**src/rtl/uart_irq_pkg.sv**
```systemverilog
package uart_irq_pkg;
  localparam int unsigned IRQ_SRC_N = 13;
  localparam int unsigned BUS_AW    = 8;
  localparam int unsigned BUS_DW    = 32;

  localparam logic [BUS_AW-1:0] OFS_SET  = 8'h08;
  localparam logic [BUS_AW-1:0] OFS_CLR  = 8'h0C;
  localparam logic [BUS_AW-1:0] OFS_MASK = 8'h10;
  localparam logic [BUS_AW-1:0] OFS_STAT = 8'h14;

  // source bit positions
  localparam int unsigned SRC_RX_THRESH  = 0;
  localparam int unsigned SRC_RX_EMPTY   = 1;
  localparam int unsigned SRC_RX_FULL    = 2;
  localparam int unsigned SRC_TX_EMPTY   = 3;
  localparam int unsigned SRC_TX_FULL    = 4;
  localparam int unsigned SRC_RX_OVF     = 5;
  localparam int unsigned SRC_FRAME_ERR  = 6;
  localparam int unsigned SRC_PARITY_ERR = 7;
  localparam int unsigned SRC_RX_IDLE    = 8;
  localparam int unsigned SRC_MODEM_CHG  = 9;
  localparam int unsigned SRC_TX_THRESH  = 10;
  localparam int unsigned SRC_TX_NFULL   = 11;
  localparam int unsigned SRC_TX_OVF     = 12;
endpackage

```
**src/rtl/uart_irq_decode.sv**
```systemverilog
module uart_irq_decode #(
  parameter int unsigned       ADDR_W   = 8,
  parameter logic [ADDR_W-1:0] OFS_SET  = 8'h08,
  parameter logic [ADDR_W-1:0] OFS_CLR  = 8'h0C,
  parameter logic [ADDR_W-1:0] OFS_MASK = 8'h10,
  parameter logic [ADDR_W-1:0] OFS_STAT = 8'h14
) (
  input  logic [ADDR_W-1:0] addr_i,
  input  logic              wr_en_i,
  output logic              set_wr_o,
  output logic              clr_wr_o,
  output logic              stat_wr_o,
  output logic              mask_rd_o,
  output logic              stat_rd_o
);
  always_comb begin
    set_wr_o  = wr_en_i && (addr_i == OFS_SET);
    clr_wr_o  = wr_en_i && (addr_i == OFS_CLR);
    stat_wr_o = wr_en_i && (addr_i == OFS_STAT);
    mask_rd_o = (addr_i == OFS_MASK);
    stat_rd_o = (addr_i == OFS_STAT);
  end
endmodule

```
**src/rtl/uart_irq_mask.sv**
```systemverilog
module uart_irq_mask #(
  parameter int unsigned N = 13
) (
  input  logic         clk_i,
  input  logic         rst_ni,
  input  logic         set_i,
  input  logic         clr_i,
  input  logic [N-1:0] bits_i,
  output logic [N-1:0] mask_o
);
  logic [N-1:0] set_v, clr_v;

  assign set_v = set_i ? bits_i : '0;
  assign clr_v = clr_i ? bits_i : '0;

  always_ff @(posedge clk_i or negedge rst_ni) begin
    if (!rst_ni) mask_o <= '0;
    else         mask_o <= (mask_o | set_v) & ~clr_v;
  end
endmodule

```
**src/rtl/uart_irq_status.sv**
```systemverilog
module uart_irq_status #(
  parameter int unsigned N = 13
) (
  input  logic         clk_i,
  input  logic         rst_ni,
  input  logic [N-1:0] event_i,
  input  logic         clr_i,
  input  logic [N-1:0] bits_i,
  output logic [N-1:0] stat_o
);
  for (genvar k = 0; k < N; k++) begin : g_bit
    always_ff @(posedge clk_i or negedge rst_ni) begin
      if (!rst_ni)                  stat_o[k] <= 1'b0;
      else if (event_i[k])          stat_o[k] <= 1'b1; // event wins over clear
      else if (clr_i && bits_i[k])  stat_o[k] <= 1'b0;
    end
  end
endmodule

```
**src/rtl/uart_irq_regs.sv**
```systemverilog
module uart_irq_regs
  import uart_irq_pkg::*;
#(
  parameter int unsigned       N        = IRQ_SRC_N,
  parameter int unsigned       ADDR_W   = BUS_AW,
  parameter int unsigned       DATA_W   = BUS_DW,
  parameter logic [ADDR_W-1:0] A_SET    = OFS_SET,
  parameter logic [ADDR_W-1:0] A_CLR    = OFS_CLR,
  parameter logic [ADDR_W-1:0] A_MASK   = OFS_MASK,
  parameter logic [ADDR_W-1:0] A_STAT   = OFS_STAT
) (
  input  logic              clk_i,
  input  logic              rst_ni,
  input  logic [ADDR_W-1:0] addr_i,
  input  logic              wr_en_i,
  input  logic [DATA_W-1:0] wdata_i,
  output logic [DATA_W-1:0] rdata_o,
  input  logic [N-1:0]      event_i,
  output logic              irq_o
);
  logic         set_wr, clr_wr, stat_wr, mask_rd, stat_rd;
  logic [N-1:0] wbits;
  logic [N-1:0] mask_q, status_q;
  logic         unused_wdata;

  assign wbits        = wdata_i[N-1:0];
  assign unused_wdata = ^wdata_i[DATA_W-1:N];

  uart_irq_decode #(
    .ADDR_W(ADDR_W), .OFS_SET(A_SET), .OFS_CLR(A_CLR),
    .OFS_MASK(A_MASK), .OFS_STAT(A_STAT)
  ) u_dec (
    .addr_i(addr_i), .wr_en_i(wr_en_i),
    .set_wr_o(set_wr), .clr_wr_o(clr_wr), .stat_wr_o(stat_wr),
    .mask_rd_o(mask_rd), .stat_rd_o(stat_rd)
  );

  uart_irq_mask #(.N(N)) u_mask (
    .clk_i(clk_i), .rst_ni(rst_ni),
    .set_i(set_wr), .clr_i(clr_wr), .bits_i(wbits),
    .mask_o(mask_q)
  );

  uart_irq_status #(.N(N)) u_stat (
    .clk_i(clk_i), .rst_ni(rst_ni),
    .event_i(event_i), .clr_i(stat_wr), .bits_i(wbits),
    .stat_o(status_q)
  );

  always_comb begin
    rdata_o = '0;
    if (mask_rd)      rdata_o[N-1:0] = mask_q;
    else if (stat_rd) rdata_o[N-1:0] = status_q;
  end

  always_ff @(posedge clk_i or negedge rst_ni) begin
    if (!rst_ni) irq_o <= 1'b0;
    else         irq_o <= |(status_q & mask_q);
  end
endmodule

```
**config.mk**
```make
export PLATFORM = sky130hd
export DESIGN_NAME = uart_irq_regs
export DESIGN_NICKNAME = d
export VERILOG_FILES = /design/src/rtl/uart_irq_pkg.sv /design/src/rtl/uart_irq_decode.sv /design/src/rtl/uart_irq_mask.sv /design/src/rtl/uart_irq_status.sv /design/src/rtl/uart_irq_regs.sv
export SDC_FILE = /design/constraint.sdc
export NUM_CORES = 1
export LEC_CHECK = 0
export BUFFER_PORTS_ARGS = -buffer_cell sky130_fd_sc_hd__buf_4
export CAP_MARGIN = 10
export CORE_MARGIN = 3
export CORE_UTILIZATION = 30
export CTS_CLUSTER_DIAMETER = 200
export CTS_CLUSTER_SIZE = 24
export DETAILED_ROUTE_END_ITERATION = 10
export GPL_TIMING_DRIVEN = 0
export PLACE_DENSITY = 0.69
export SYNTH_ARGS = -nofsm -noshare
export SYNTH_HDL_FRONTEND = slang
export SYNTH_HIERARCHICAL = 1
export SYNTH_SLANG_ARGS = --single-unit
```
**constraint.sdc**
```tcl
create_clock -name clk_i -period 2 [get_ports clk_i]
set_input_delay 0.4 -clock clk_i [delete_from_list [all_inputs] [get_ports clk_i]]
set_output_delay 0.4 -clock clk_i [all_outputs]
set_load 0.005 [all_outputs]
```
==> results of run 1 <==
==> timing repair <==
action,4_1_cts,5_1_grt
gates cloned,1,0
gates resized for setup,12,2
pin swaps,4,2
hold buffers,0,0
setup buffers,5,0
setup endpoints to repair,13,13
==> cell usage after synthesis <==
master,n,area share [%]
or4b_1,1,0.71
o21ai_0,1,0.35
a221oi_1,1,0.62
nor3_2,1,0.71
nor4_2,2,1.8
or2_2,1,0.44
buf_4,19,10
a22o_1,13,8.0
buf_2,2,0.71
and3_1,1,0.44
nand2_1,16,4.2
or4_1,1,0.53
a21oi_1,26,9.2
or4b_4,1,0.97
a222oi_1,1,0.71
nor2b_2,1,0.62
a22oi_1,3,1.6
a21o_1,13,6.9
buf_6,3,2.4
inv_1,1,0.26
conb_1,1,0.26
nand3_1,1,0.35
nor2_1,2,0.53
dfrtp_1,27,48
==> area by class of cell <==
type,instances,area (sq um)
buffer,24,189
clock buffer,3,41.3
clock inverter,1,5.00
fill,455,2370
inverter,1,3.75
multi-input combinational,105,647
sequential,27,676
tap,52,65.1
timing repair buffer,56,443
==> kinds of logic after synthesis <==
| logic type | synth area share [%] |
|---|---|
| AOI/OAI and AO/OA | 27.4 |
| buffers and inverters | 13.4 |
| DFF | 47.7 |
| other | 0.265 |
| and+or+nand+nor | 11.3 |
==> cell usage in the layout (no fill, tap or decap), drive strengths merged, types with 2 or more instances in the layout <==
master / netlist / final
a21o: 13 / 13
a21oi: 26 / 26
a22o: 13 / 13
a22oi: 3 / 3
buf: 24 / 80
clkbuf: 0 / 3
conb: 1 / 19
dfrtp: 27 / 27
nand2: 16 / 16
nor2: 2 / 2
nor4: 2 / 2
or4b: 2 / 2
==> path summary, 6_finish.rpt <==
check | end | start | cells after the start
max | rdata_o[2] | addr_i[1] | 7
min | u_stat/stat_o[8] | rst_ni | 1
max reg2reg | irq_o | u_mask/mask_o[7] | 3
min reg2reg | u_stat/stat_o[7] | u_stat/stat_o[7] | 1
max in group asynchronous | u_stat/stat_o[1] | rst_ni | 1
min in group clk_i | u_stat/stat_o[2] | event_i[2] | 2
==> report_power, final <==
part	switching [mW]	internal (mW)	total (mW)
Sequential	0.0123	0.565	0.577
Combinational	0.0675	0.104	0.171
Clock	0.157	0.139	0.296
Total	0.237	0.808	1.05
==> sequential cells by signal (all words and copies together), names as in the netlist <==
signal         count
irq_o              1
u_mask/mask_o     13
u_stat/stat_o     13
==> metal layers <==
layer  track usage, %  wire, microns  vias to the layer above
met5                0              0                        -
met4             1.98             36                        0
met3             3.60            399                        4
met2             23.3           1860                       61
met1             17.4           1390                      582
li1                 -              -                      627
==> impl_metrics.json, run 1 <==
{
  "status": "complete, but fails checks",
  "violations": "setup timing",
  "drtPass1Iterations": 4,
  "fin_crit_ns": 2.21,
  "grt.overflow.total": 0,
  "die_y_microns": 74.7,
  "clockBufferDepth": 2,
  "root_buffer": "clkbuf_8",
  "dr_total_vias": 1274,
  "placed_cells": 259,
  "avgSynthCellArea_sq_um": 10.2,
  "die-area_sq_um": 5590,
  "crit_required_ns": 1.60,
  "cp_slowest_cell": "or4b_4",
  "synth_cells": 139,
  "grt_pass1_wl_mm": 5.78,
  "setup_viol": 13,
  "cts_tree": "yes",
  "grt_pass1_vias": 1233,
  "cts_sinks": 27,
  "stdcell_count": 269,
  "power_density_nw_per_um2": 505,
  "synth_area_sq_um": 1420,
  "cap_violations": 0,
  "vdd_drop_max_mv": 0.419,
  "fin_crit_sh_pct": 110,
  "dp_slack_ns": -0.407,
  "drive_above_1_share_pct": 43.3,
  "initial_core_util_pct": 31.9,
  "hold_path_class": "input pin to asynchronous set/reset pin",
  "area_growth_pct": 46.0,
  "regToRegSetupSlack_ns": 0.87,
  "clk_latency_ns": 0.26,
  "setup_ws_ns": -0.208,
  "clkTransAtPathRegs_ns": 0.09,
  "arrival_ns": 1.81,
  "port_buffers": 50,
  "cp_slowest_stage_delay_ns": 0.58,
  "finalMaxSlewViolations": 0,
  "path_common_cell": "buf_6",
  "crit_buf_inv": 3,
  "endpoint_kind": "primary output",
  "finalNetCount": 274,
  "routed_wl_mm": 3.69,
  "startpoint_type": "input pin",
  "num_antenna_cells": 0,
  "routedWlPerCell_microns": 13.7,
  "hold_slack_ns": 0.0293,
  "cp_cell_sequence": "buf_6 > or4b_4 > nor2_4 > nor2b_4 > buf_6 > a22o_1 > buf_4",
  "remaining_drc_errors": 0,
  "rsz0062_at_grt": "yes",
  "ys_seq_area_share_pct": 47.7,
  "viasPerCell": 4.74,
  "track_usage_pct": 13.5,
  "antenna_found_initial": 0,
  "numCtsBuffers": 3,
  "h-tree-depth": 1,
  "drt_iter0_markers": 106,
  "ys_seq_elements": 27,
  "critPathMaxFanout": 5,
  "ant_nets": 0,
  "p_leak_nw": 0.967,
  "utilization_pct": 46.6,
  "fin_tns_setup_ns": -2.30,
  "place_area_sq_um": 1930,
  "ys_types": 24,
  "die_x_microns": 74.7,
  "design_area_sq_um": 2070,
  "hold_viol": 0,
  "core_sq_um": 4440,
  "clock_skew_ns": 0.00483,
  "hpwl_mm": 2.82,
  "grt_max_degree": 28,
  "critPathKind": "input pin to primary output",
  "io-pin-count": 89,
  "yosys_warnings": 6,
  "rows": 24,
  "p_total_mw": 1.05,
  "fmax_mhz": 453,
  "globalplace.congestion": 0.724,
  "path_delay_family": "simple AND/OR/NAND/NOR gates"
}
Note: power is estimated with default switching activity, not from simulation.
==> run 2: changes to the inputs <==
- PLACE_DENSITY: 0.69 -> 0.66
- SYNTH_HIERARCHICAL: 1 -> unset
- clock period: 2 -> 1.9 ns (I/O delays scaled with it)
==> run 2 against run 1 <==
The run now ends clean. Core utilization decreased by 3.3 points. Synthesized cell count rose by 15%. Sequential share of layout area shrank 2.8 points. Critical path depth fell by 1. Cell count increased by 13%. Design area up 9.6%. Area after synthesis up 18%. Clock skew shrank 0.0015 ns. Combinational power rose by 15%. Die area up 16%. Largest cell class is now multi-input combinational cells.
==> impl_metrics.json, run 2 <==
{
  "nFillCells": 514,
  "seq_area_sq_um": 676,
  "synth_common_cells": "dfrtp_1 (27), mux2i_1 (25), buf_4 (20)",
  "synth_adder_area_share_pct": 0,
  "numCtsBuffers": 3,
  "utilization_pct": 43.3,
  "finalMaxSlewViolations": 0,
  "rows": 26,
  "cap_violations": 0,
  "largestRegisters": "u_mask.mask_o: 13 flops, u_stat.stat_o: 13 flops, irq_o: 1 flops",
  "yosys.area_share.simple_pct": 20.0,
  "area_growth_pct": 35.7,
  "rsz0062_at_grt": "no",
  "die-area_sq_um": 6500,
  "endpoint_kind": "primary output",
  "arrival_ns": 1.43,
  "clkTransAtPathRegs_ns": 0.09,
  "ys.flop_type": "dfrtp_1",
  "initial_core_util_pct": 31.9,
  "final_cell_mix": "buf_4 (72), dfrtp_1 (27), mux2i_1 (25), conb_1 (19), nand4_1 (14)",
  "die_y_microns": 80.6,
  "die_x_microns": 80.6,
  "fin_crit_sh_pct": 95.0,
  "synth_top_family_by_area": "simple AND/OR/NAND/NOR gates",
  "layout_commonest_cell": "buf_4",
  "ant_nets": 0,
  "grt_max_degree": 28,
  "io-pin-count": 89,
  "drt_iter0_markers": 47,
  "drtPass1Iterations": 4,
  "drive_above_1_share_pct": 40.8,
  "startpoint_type": "input pin",
  "antenna_found_initial": 0,
  "ys_seq_area_share_pct": 40.4,
  "dr_total_vias": 1350,
  "async_reset_ff_share_pct": 100,
  "p_leak_nw": 1.14,
  "port_buffers": 49,
  "critPathMaxFanout": 10,
  "ys_seq_elements": 27,
  "hpwl_mm": 3.16,
  "routed_wl_mm": 4.05,
  "ys_types": 23,
  "h-tree-depth": 1,
  "grt_pass1_wl_mm": 6.56,
  "synth_cells": 160,
  "clock_skew_ns": 0.00329,
  "clk_latency_ns": 0.27,
  "remaining_drc_errors": 0,
  "vdd_drop_max_mv": 0.243,
  "track_usage_pct": 12.9,
  "multi_input_comb_area_sq_um": 827,
  "fmax_mhz": 554,
  "globalplace.congestion": 0.750,
  "core_sq_um": 5240,
  "clockBufferDepth": 2,
  "viasPerCell": 4.46,
  "synthMuxAreaShare_pct": 15.0,
  "hold_viol": 0,
  "setup_ws_ns": 0.0946,
  "crit_required_ns": 1.52,
  "hold_path_class": "input pin to asynchronous set/reset pin",
  "synth-xor-area-share_pct": 0,
  "hold_slack_ns": 0.00698,
  "yosysTopAreaCellShare_pct": 40.4,
  "finalNetCount": 290,
  "grt.overflow.total": 0,
  "synth_compound_area_share_pct": 9.59,
  "num_antenna_cells": 0,
  "avgSynthCellArea_sq_um": 10.4,
  "critPathKind": "input pin to primary output",
  "root_buffer": "clkbuf_8",
  "cts_sinks": 27,
  "synth_top_area_cell": "dfrtp_1",
  "p_total_mw": 1.13,
  "synth_edf_count": 0,
  "yosysMostFrequentCell": "dfrtp_1",
  "dp_slack_ns": -0.0631,
  "power_density_nw_per_um2": 497,
  "synth_area_leaders": "dfrtp_1 (40%), mux2i_1 (15%), buf_4 (9.0%)",
  "fin_crit_ns": 1.81,
  "grt_pass1_vias": 1354,
  "setup_viol": 0,
  "status": "finished clean",
  "cts_tree": "yes",
  "yosys_warnings": 0,
  "routedWlPerCell_microns": 13.4,
  "synth_area_sq_um": 1670
}
-- run 2: through the flow --
stage                     instances  area (sq um)  TNS, ns
after floorplan                 178          1740        0
after global placement          297          2190   -0.565
after detailed placement        297          2190   -0.488
after CTS                       302          2250        0
after global routing            303          2270        0
final                           303          2270        0
-- run 2: where the power goes --
part,internal (mW),total (mW),leakage [nW],switching [mW]
logic,0.105,0.196,0.877,0.0913
clock network,0.150,0.330,0.0228,0.180
registers,0.588,0.599,0.245,0.0110
total,0.844,1.13,1.14,0.282
-- run 2: cell type report --
class | instances | share of cell area, %
multi-input cells | 111 | 36.5
clock buffers | 4 | 1.99
plain buffers | 28 | 9.00
repair buffers | 51 | 16.9
flip-flops and latches | 27 | 29.8
well taps | 70 | 3.86
inverters | 12 | 1.99
-- run 2: routing by layer --
| metal | routed length (microns) | share of wire (%) | up-vias | GRT usage, % |
|---|---|---|---|---|
| li1 | - | - | 680 | - |
| met1 | 1700 | 42 | 620 | 16.8 |
| met2 | 2020 | 50 | 45 | 21.2 |
| met3 | 271 | 6.7 | 5 | 2.35 |
| met4 | 57 | 1.4 | 0 | 4.56 |
| met5 | 0 | 0 | - | 0 |
-- run 2: path summary, 6_finish.rpt --
path / slack, ns / cells after the start / to / from
max in group asynchronous: 1.63 / 1 / u_stat.stat_o[4] / rst_ni
hold reg to reg: 0.51 / 1 / u_stat.stat_o[5] / u_stat.stat_o[5]
setup / recovery: 0.09 / 6 / rdata_o[11] / addr_i[6]
min in group clk_i: 0.28 / 2 / u_stat.stat_o[10] / event_i[10]
setup reg to reg: 0.77 / 3 / irq_o / u_stat.stat_o[9]
hold / removal: 0.007 / 1 / u_stat.stat_o[5] / rst_ni
-- run 2: timing repair --
action	in CTS	in global routing
setup buffers	1	1
pin swaps	1	1
setup endpoints to repair	10	10
hold buffers	0	0
resized for setup	0	5
-- run 2: critical path, stage by stage --
cell and delay (ns):
buf_4 0.13, nor4_4 0.32, nand2_2 0.13, buf_4 0.20, nor2_1 0.14, buf_4 0.13
-- run 2: kinds of logic after synthesis --
| group | after synthesis |
|---|---|
| mux | 25 |
| other cells | 1 |
| flops | 27 |
| compound gates | 21 |
| buf+inv | 40 |
| simple gates | 46 |
==> run 3: changes to the inputs <==
- PLACE_DENSITY: 0.66 -> 0.56
==> run 3 against run 2 <==
Via count is 2.4% lower. Fmax is 0.26% lower. Global-route usage is 0.33 points higher. Non-clock buffer count is 1 lower. Combinational power hardly changed. Largest power group unchanged.
==> impl_metrics.json, run 3 (same netlist as run 2, synthesis figures left out) <==
{
  "grt.overflow.total": 0,
  "critPathMaxFanout": 10,
  "die-area_sq_um": 6500,
  "area_growth_pct": 35.1,
  "root_buffer": "clkbuf_8",
  "reg2reg_from": "u_stat.stat_o[9]",
  "setup_viol": 0,
  "die_x_microns": 80.6,
  "numCtsBuffers": 3,
  "dr_total_vias": 1318,
  "initial_core_util_pct": 31.9,
  "port_buffers": 49,
  "fmax_mhz": 552,
  "clockBufferDepth": 2,
  "rr_endpoint": "irq_o",
  "finalMaxSlewViolations": 0,
  "ff2ff_path_depth": 3,
  "regToRegSetupSlack_ns": 0.72,
  "layout_commonest_cell": "buf_4",
  "h-tree-depth": 1,
  "utilization_pct": 43.1,
  "largestRegisters": "u_mask.mask_o: 13 flops, u_stat.stat_o: 13 flops, irq_o: 1 flops",
  "grt_pass1_vias": 1320,
  "hpwl_mm": 3.15,
  "final_cell_mix": "buf_4 (70), dfrtp_1 (27), mux2i_1 (25), conb_1 (19), nand4_1 (14)",
  "crit_required_ns": 1.52,
  "power_density_nw_per_um2": 494,
  "viasPerCell": 4.36,
  "place_area_sq_um": 2190,
  "die_y_microns": 80.6,
  "drive_above_1_share_pct": 40.1,
  "vdd_drop_max_mv": 0.340,
  "rows": 26,
  "status": "finished clean",
  "finalNetCount": 289,
  "cts_tree": "yes",
  "track_usage_pct": 13.2,
  "critPathKind": "input pin to primary output",
  "drtPass1Iterations": 4,
  "clock_skew_ns": 0.00326,
  "antenna_found_initial": 0,
  "hold_path_class": "input pin to asynchronous set/reset pin",
  "clk_latency_ns": 0.26,
  "grt_pass1_wl_mm": 6.57,
  "hold_viol": 0,
  "rsz0062_at_grt": "no",
  "remaining_drc_errors": 0,
  "routedWlPerCell_microns": 13.6,
  "fin_crit_ns": 1.81,
  "design_area_sq_um": 2260,
  "p_leak_nw": 1.14,
  "core_sq_um": 5240,
  "routed_wl_mm": 4.12,
  "io-pin-count": 89,
  "grt_max_degree": 28,
  "startpoint_type": "input pin",
  "globalplace.congestion": 0.745,
  "cts_sinks": 27,
  "drt_iter0_markers": 30,
  "num_antenna_cells": 0,
  "cap_violations": 0,
  "clkTransAtPathRegs_ns": 0.09,
  "endpoint_kind": "primary output",
  "ant_nets": 0,
  "fin_crit_sh_pct": 95.3,
  "arrival_ns": 1.43
}
[run 3: how the worst max path moves through the flow]
stage                    from  depth (start not counted)     endpoint
floorplan           addr_i[6]                          4  rdata_o[10]
global placement    addr_i[6]                          6   rdata_o[2]
detailed placement  addr_i[6]                          6   rdata_o[2]
CTS                 addr_i[7]                          6   rdata_o[2]
global route        addr_i[0]                          6  rdata_o[11]
finish              addr_i[0]                          6   rdata_o[2]
[run 3: critical path, stage by stage]
cell and delay, ns:
buf_4 0.13, nor4_4 0.31, nand2_2 0.12, clkbuf_4 0.22, nor2_1 0.14, buf_4 0.12
[run 3: layout make-up]
cell class / instances / area (sq um)
well taps: 70 / 87.6
inverters: 12 / 45.0
repair buffers: 50 / 375
clock buffers: 4 / 45.0
multi-input cells: 111 / 825
plain buffers: 28 / 204
flip-flops and latches: 27 / 676
fillers: 529 / 2980
[run 3: power breakdown]
part / switching [mW] / leakage (nW) / internal (mW)
Sequential: 0.0115 / 0.245 / 0.588
Clock: 0.167 / 0.0228 / 0.150
Combinational: 0.0932 / 0.872 / 0.105
Total: 0.272 / 1.14 / 0.843
[run 3: metrics by stage]
stage	hold WS, ns	cells	setup slack (ns)	TNS (ns)	total power [mW]
after floorplan	0.0844	178	0.360	0	0.703
after global placement	0.322	297	-0.0969	-0.828	0.806
after detailed placement	0.318	297	-0.0791	-0.501	0.806
after CTS	0.0199	302	0.0211	0	1.13
after global routing	0.0251	302	0.0198	0	1.19
final	0.0111	302	0.0898	0	1.11
[run 3: repair_timing]
item | 4_1_cts | 5_1_grt
resized for setup | 0 | 3
setup buffers | 1 | 0
setup endpoints to repair | 10 | 10
hold buffers | 0 | 0
pin swaps | 1 | 1
[run 3: routing by layer]
layer  vias to the layer above  part of all wire [%]  wire [microns]  global-route usage (%)
met2                        45                    49            2030                    22.9
met5                         -                     0               0                       0
met4                         0                  0.78              32                    3.04
li1                        672                     -               -                       -
met1                       597                    43            1750                    17.1
met3                         4                   7.2             298                    2.13
